[src/rtl/anc_fifo.sv]
module anc_fifo #(
  parameter int DW    = 10,
  parameter int DEPTH = 256
) (
  input  logic          clk,
  input  logic          rst_n,
  input  logic          wr_en,
  input  logic [DW-1:0] wr_data,
  input  logic          rd_en,
  output logic [DW-1:0] rd_data,
  input  logic          flush,
  input  logic          stat_rd,
  output logic [3:0]    stat_data,
  output logic          empty,
  output logic          almost_full,
  output logic          full,
  output logic          overrun
);
  localparam int AW     = $clog2(DEPTH);
  localparam int CW     = AW + 1;
  localparam int AF_LVL = (DEPTH * 9 + 9) / 10;

  logic [DW-1:0] mem [DEPTH];
  logic [AW-1:0] wp, rp;
  logic [CW-1:0] cnt;

  assign empty       = (cnt == '0);
  assign full        = (cnt == CW'(DEPTH));
  assign almost_full = (cnt >= CW'(AF_LVL));

  wire do_wr = wr_en & ~full & ~flush;
  wire do_rd = rd_en & ~empty & ~flush;

  always_ff @(posedge clk)
    if (do_wr) mem[wp] <= wr_data;

  always_ff @(posedge clk) begin
    if (!rst_n || flush) begin
      wp  <= '0;
      rp  <= '0;
      cnt <= '0;
    end else begin
      if (do_wr) wp <= (wp == AW'(DEPTH - 1)) ? '0 : wp + 1'b1;
      if (do_rd) rp <= (rp == AW'(DEPTH - 1)) ? '0 : rp + 1'b1;
      case ({do_wr, do_rd})
        2'b10:   cnt <= cnt + 1'b1;
        2'b01:   cnt <= cnt - 1'b1;
        default: cnt <= cnt;
      endcase
    end
  end

  always_ff @(posedge clk) begin
    if (!rst_n)     rd_data <= '0;
    else if (do_rd) rd_data <= mem[rp];
  end

  always_ff @(posedge clk) begin
    if (!rst_n)                        overrun <= 1'b0;
    else if (wr_en && full && !flush)  overrun <= 1'b1;
    else if (stat_rd)                  overrun <= 1'b0;
  end

  always_ff @(posedge clk) begin
    if (!rst_n)       stat_data <= '0;
    else if (stat_rd) stat_data <= {overrun, full, almost_full, empty};
  end
endmodule


[config.mk]
export PLATFORM = sky130hd
export DESIGN_NAME = anc_fifo
export DESIGN_NICKNAME = d
export VERILOG_FILES = /design/src/rtl/anc_fifo.sv
export SDC_FILE = /design/constraint.sdc
export NUM_CORES = 2
export LEC_CHECK = 0
export BUFFER_PORTS_ARGS = -buffer_cell sky130_fd_sc_hd__buf_2
export CAP_MARGIN = 20
export CORE_ASPECT_RATIO = 2
export CORE_MARGIN = 1.5
export CORE_UTILIZATION = 65
export CTS_CLUSTER_SIZE = 16
export DETAILED_ROUTE_END_ITERATION = 10
export PLACE_DENSITY_LB_ADDON = 0.1
export SYNTH_ARGS = -nofsm -noshare
export SYNTH_HDL_FRONTEND = slang
export SYNTH_SLANG_ARGS = --single-unit
[constraint.sdc]
create_clock -name clk -period 7.7 [get_ports clk]
set_clock_uncertainty 0.2 [all_clocks]
set_input_delay 0.385 -clock clk [delete_from_list [all_inputs] [get_ports clk]]
set_output_delay 0.385 -clock clk [all_outputs]
set_load 0.005 [all_outputs]
Word-level counts from Yosys, hierarchy flattened
Memories as Yosys holds them, arrays and structs flattened. A register that Yosys moved wholly into a read port is not among the register bits.
Cells that the tools add are included.
Operators by class
  $lt $le $gt $ge: 1
  eq/ne operators: 5
  mux-type cells: 7
  add/sub/neg operators: 4
  reduce and logical (&&, ||, !) cells: 9
  bitwise operators: 7
Operators with widths (count)
  one-hot mux 9 bit (2 select lines): 1
  adder 8 x 1 -> 8 bit (second input constant): 2
  == test 8 bit (second input constant): 2
  two-way mux 8 bit: 2
  adder 9 x 1 -> 9 bit (second input constant): 1
  == test 9 bit (second input constant): 1
  greater-or-equal comparator 9 x 8 -> 1 bit (second input constant): 1
  zero test 9 bit: 1
  subtractor 9 x 1 -> 9 bit (second input constant): 1
  AND 1 bit: 4
  two-way mux 1 bit: 4
  nonzero test 2 bit: 2
  zero test 1 bit: 3
  NOT 1 bit: 3
  == test 2 x 1 -> 1 bit (second input constant): 1
  == test 2 bit (second input constant): 1
  logical AND 1 bit: 2
  logical OR 1 bit: 1
Word-level totals
  input bits: 16
  memory bits (writable): 2560
  output and inout port bits: 18
  bits in registers: 30
  memories: 1
  logic and storage cells: 39
Memory list
  mem: words 256, width 10, rd ports 1, clocked after memory_dff 1, wr ports 1, line 23  | logic [DW-1:0] mem [DEPTH];

Longest topological paths before layout
  depth after elaboration: 6
  mapped depth: 13
  mapped depth without buffers: 13

Worst setup path after synthesis
Ideal clock, no wire load.
  kind: register to register
  from: reg cnt[1]
  to: reg cnt[8]
  arrival: 4.063 ns
  data required time: 7.429 ns
  stages on the path, launching flop included: 14
  library setup time: 0.071 ns
  slack: 3.366 ns
  period minus slack after synthesis: 4.334 ns
  path buffers: 1
  path through: dfxtp_1 > or4_1 > nor3_1 > nor3b_1 > clkbuf_1 > ha_1 > fa_1 > a21o_1 > a21oi_1 > o21bai_1 > a2111oi_0 > nor3b_1 > or4_1 > a21oi_1
Between the ends
  longest elaborated chain between the ends: 6
  elaborated cells between the ends (all ways): 14
  those cells by class: add/sub: 2; eq/ne: 3; mux: 1; bitwise: 6; reduce/logical: 2
RTL lines
  start, declared: line 25  | logic [CW-1:0] cnt;
  start signal, assigned: line 46  | 2'b10: cnt <= cnt + 1'b1;
  start signal, assigned: line 47  | 2'b01: cnt <= cnt - 1'b1;
  start signal, assigned: line 48  | default: cnt <= cnt;
  zero test 9 bit *: line 27  | assign empty = (cnt == '0);
  named net empty: line 14  | output logic empty,
  NOT 1 bit *: line 32  | wire do_rd = rd_en & ~empty & ~flush;
  AND 1 bit * (2 in a row): line 32
  named net do_rd: line 32
  == test 2 x 1 -> 1 bit / == test 2 bit (equally long branches): line 45  | case ({do_wr, do_rd})
  one-hot mux 9 bit (2 select lines) / nonzero test 2 bit (equally long branches)
The timed path passes the listed nets; every way through them passes the cells marked *.
A chain may end at the register's enable or synchronous reset.

==> impl_summary.txt <==
----------------------------------------------------
[Synth]
  Top post-synthesis cells by area ... sky130_fd_sc_hd__edfxtp_1 (76%), sky130_fd_sc_hd__mux4_2 (13%), sky130_fd_sc_hd__mux2i_1 (2.3%)
  Most numerous cell types in the synthesized netlist ... sky130_fd_sc_hd__edfxtp_1 (2560), sky130_fd_sc_hd__mux4_2 (566), sky130_fd_sc_hd__nor2_1 (328)
  Proportion of register bits with asynchronous set or reset after synthesis ... 0%
  Most frequent cell after synthesis ... sky130_fd_sc_hd__edfxtp_1
  Count of different cell masters after synthesis ... 78
  Number of enable-type register cells in the synthesized netlist ... 2560
  YS warnings ... 0
  Sequential element share of the synthesized area ... 76.7%
  Proportion of netlist area held by the largest area contributor ... 75.9%
  Yosys top cell by area ... sky130_fd_sc_hd__edfxtp_1
  Post-Syn Nets ... 4857
  Most used DFF post-synth ... sky130_fd_sc_hd__edfxtp_1
  Instance count of the mapped netlist ... 4827
  Seq cells post-synth ... 2600
  Post-Synthesis Mean Instance Area ... 21.0 um2
  Combined area of all synthesized cells ... 101000 um2

[Floorplanning]
  Placeable core region ... 155000 um2
  Floorplan die height ... 561 um
  Top-level I/O count ... 34
  Chip width ... 282 um
  Num rows ... 204
  Area of the die ... 158000 um2
  Initial Util ... 65.5%

[Global routing]
  Vias in the first global route ... 52182
  Final global-route overflow total ... 0
  Maximum number of pins on one net before global-route repair ... 206
  All-layer global routing usage ... 35.6%
  Global-route wire length before repair ... 388000 um
  Antenna violations before repair ... 11

[Timing]
  Share of the cycle needed by the critical path after routing ... 70.1%
  Maximum achievable frequency ... 185 MHz
  Worst Hold Slack ... 0.0116 ns
  Final setup fails ... 0
  Max transition margin ... 11.0%
  Post-layout minimum cycle time ... 5.40 ns
  Worst Tran Pin Value ... 1.34 ns
  Count of final hold-check violations ... 0
  RSZ-0062 raised after global routing ... no
  Aggregate negative setup slack ... 0 ns
  Final WS setup ... 2.30 ns
  Final Max Slew Viols ... 0

[Clocking]
  Clock transition at path regs ... 0.07 ns
  TritonCTS clock tree ... yes
  Post-CTS setup buffer count ... 0
  Number of clock sinks ... 2600
  Max Root-Sink Buffers ... 4
  H-Tree Level Count ... 4
  Clock buffers created by TritonCTS ... 215
  Clock root buffer ... sky130_fd_sc_hd__clkbuf_16
  Clock latency of the later-clocked register in the worst-skew pair ... 0.87 ns

[Power]
  PD cells ... 239 nW/um2
  Standby leakage power ... 33.3 nW
  Power consumption ... 0.0266 W
  Maximum vdd ir drop ... 0.195 mV

[Cells and area]
  Share of final-layout standard cells stronger than drive strength 1 ... 22.2%
  P&R area growth vs syn ... 9.55%
  Non-filler cells, final ... 7240
  Final #Nets ... 5038

[Placement]
  HPWL after detailed placement ... 172000 um
  Number of placed instances with taps included ... 6804
  Count of port buffers added during placement ... 33
  Place WS ... 2.42 ns
  GPL Wtd Cong ... 0.949

[Route]
  Residual antenna-violating net count after detailed routing ... 0
  Number of design-rule violations left by the first detailed-router iteration ... 6832
  Drt total wl ... 276000 um
  Drt pass-1 iters ... 8
  DR WL/cell ... 38.1 um
  Vias per std cell ... 7.16
  Total vias in the final route ... 51815
  DRC violations left ... 0

[Outcome]
  Result of the run ... completed

[Worst setup path]
  Worst setup SP type ... register
  CP Max Fanout ... 79
  Arrival time reported for the critical path endpoint ... 5.98 ns
  Worst path required time ... 8.29 ns
  Worst Path Class, Setup ... register to register
  Type of element capturing the critical path ... register

[Hold path]
  Hold WC Path Type ... input port to register

[Flow run]
  Max-cap check violation count ... 0

----------------------------------------------------
[cell usage in the layout (no fill, tap or decap), types with 50 or more instances in the layout]
master                         n
sky130_fd_sc_hd__a221oi_1     50
sky130_fd_sc_hd__edfxtp_1   2560
sky130_fd_sc_hd__buf_4       156
sky130_fd_sc_hd__nor2_1      326
sky130_fd_sc_hd__mux4_2      566
sky130_fd_sc_hd__clkbuf_16   219
sky130_fd_sc_hd__a21oi_1     104
sky130_fd_sc_hd__a22oi_1      70
sky130_fd_sc_hd__clkbuf_1     55
sky130_fd_sc_hd__mux2i_1     233
sky130_fd_sc_hd__o21ai_0      70
sky130_fd_sc_hd__nand2_1      95
[per-stage QoR]
step / cell area (um2) / util (%)
floorplan: 101000 / -
global placement: 104000 / 66.9
detailed placement: 104000 / 67.2
CTS: 111000 / 71.6
global route: 111000 / 71.7
finish: 111000 / 71.8
[routing by layer]
layer / up-vias / share of wire, % / global-route usage, %
met4: 6 / 8.6 / 24.9
met2: 3355 / 50 / 58.0
met3: 895 / 9.4 / 6.76
met5: - / 0.012 / 0
li1: 20488 / - / -
met1: 27071 / 32 / 43.2
[critical path, cell delays in order, from the launching register on]
cell and delay (ns):
sky130_fd_sc_hd__dfxtp_4 0.78, sky130_fd_sc_hd__buf_12 0.60, sky130_fd_sc_hd__buf_4 0.75, sky130_fd_sc_hd__mux2i_1 0.18, sky130_fd_sc_hd__a221oi_1 0.72, sky130_fd_sc_hd__a21oi_1 0.15
sky130_fd_sc_hd__o311ai_1 0.85, sky130_fd_sc_hd__a22oi_1 0.21, sky130_fd_sc_hd__o211ai_1 0.58, sky130_fd_sc_hd__a32o_1 0.20
[sequential cells by signal, indices dropped and copies added, names as in the netlist]
register / flops
stat_data: 4
rd_data: 10
cnt: 9
rp: 8
wp: 8
mem: 2560
overrun: 1
[kinds of logic (layout without fill, tap and decap cells)]
group,after synthesis,in the layout,synth area share (%)
AO/OA/AOI/OAI,494,494,3.42
buffers and inverters,302,650,1.88
other,0,5,0
adder cells (fa/ha/maj),14,14,0.180
AND/OR/NAND/NOR,580,580,2.48
XOR/XNOR,16,16,0.138
flip-flops,2600,2600,76.7
multiplexers,821,821,15.2
[timing repair]
action                     in CTS  in global routing
hold endpoints to repair      281                  0
setup endpoints to repair       0                  0
gates resized for setup         0                  0
hold buffers                   12                  0
[worst paths after layout]
kind	end	cells past startpoint	slack [ns]	start
max	rd_data[9]	9	2.30	rp[0]
min	mem[211][2]	1	0.01	wr_data[2]
max reg2reg	rd_data[9]	9	2.30	rp[0]
min reg2reg	stat_data[2]	2	0.32	stat_data[2]
[cell type report]
| type | instances | area, um2 |
|---|---|---|
| flip-flops and latches | 2600 | 77700 |
| clock inverters | 107 | 853 |
| clock buffers | 277 | 5730 |
| multi-input cells | 1925 | 21800 |
| inverters | 15 | 57.6 |
| diodes | 5 | 12.5 |
| well taps | 2060 | 2580 |
| repair buffers | 251 | 2260 |
| fillers | 9169 | 43700 |
[power by group]
group | leakage [nW] | switching [W] | total (W) | internal (W)
sequential | 23.3 | 0.00000992 | 0.0155 | 0.0155
clock | 3.22 | 0.00488 | 0.0106 | 0.00568
combinational | 6.74 | 0.000346 | 0.000448 | 0.000102
total | 33.3 | 0.00524 | 0.0266 | 0.0213
Note: power is estimated with default switching activity, not from simulation.
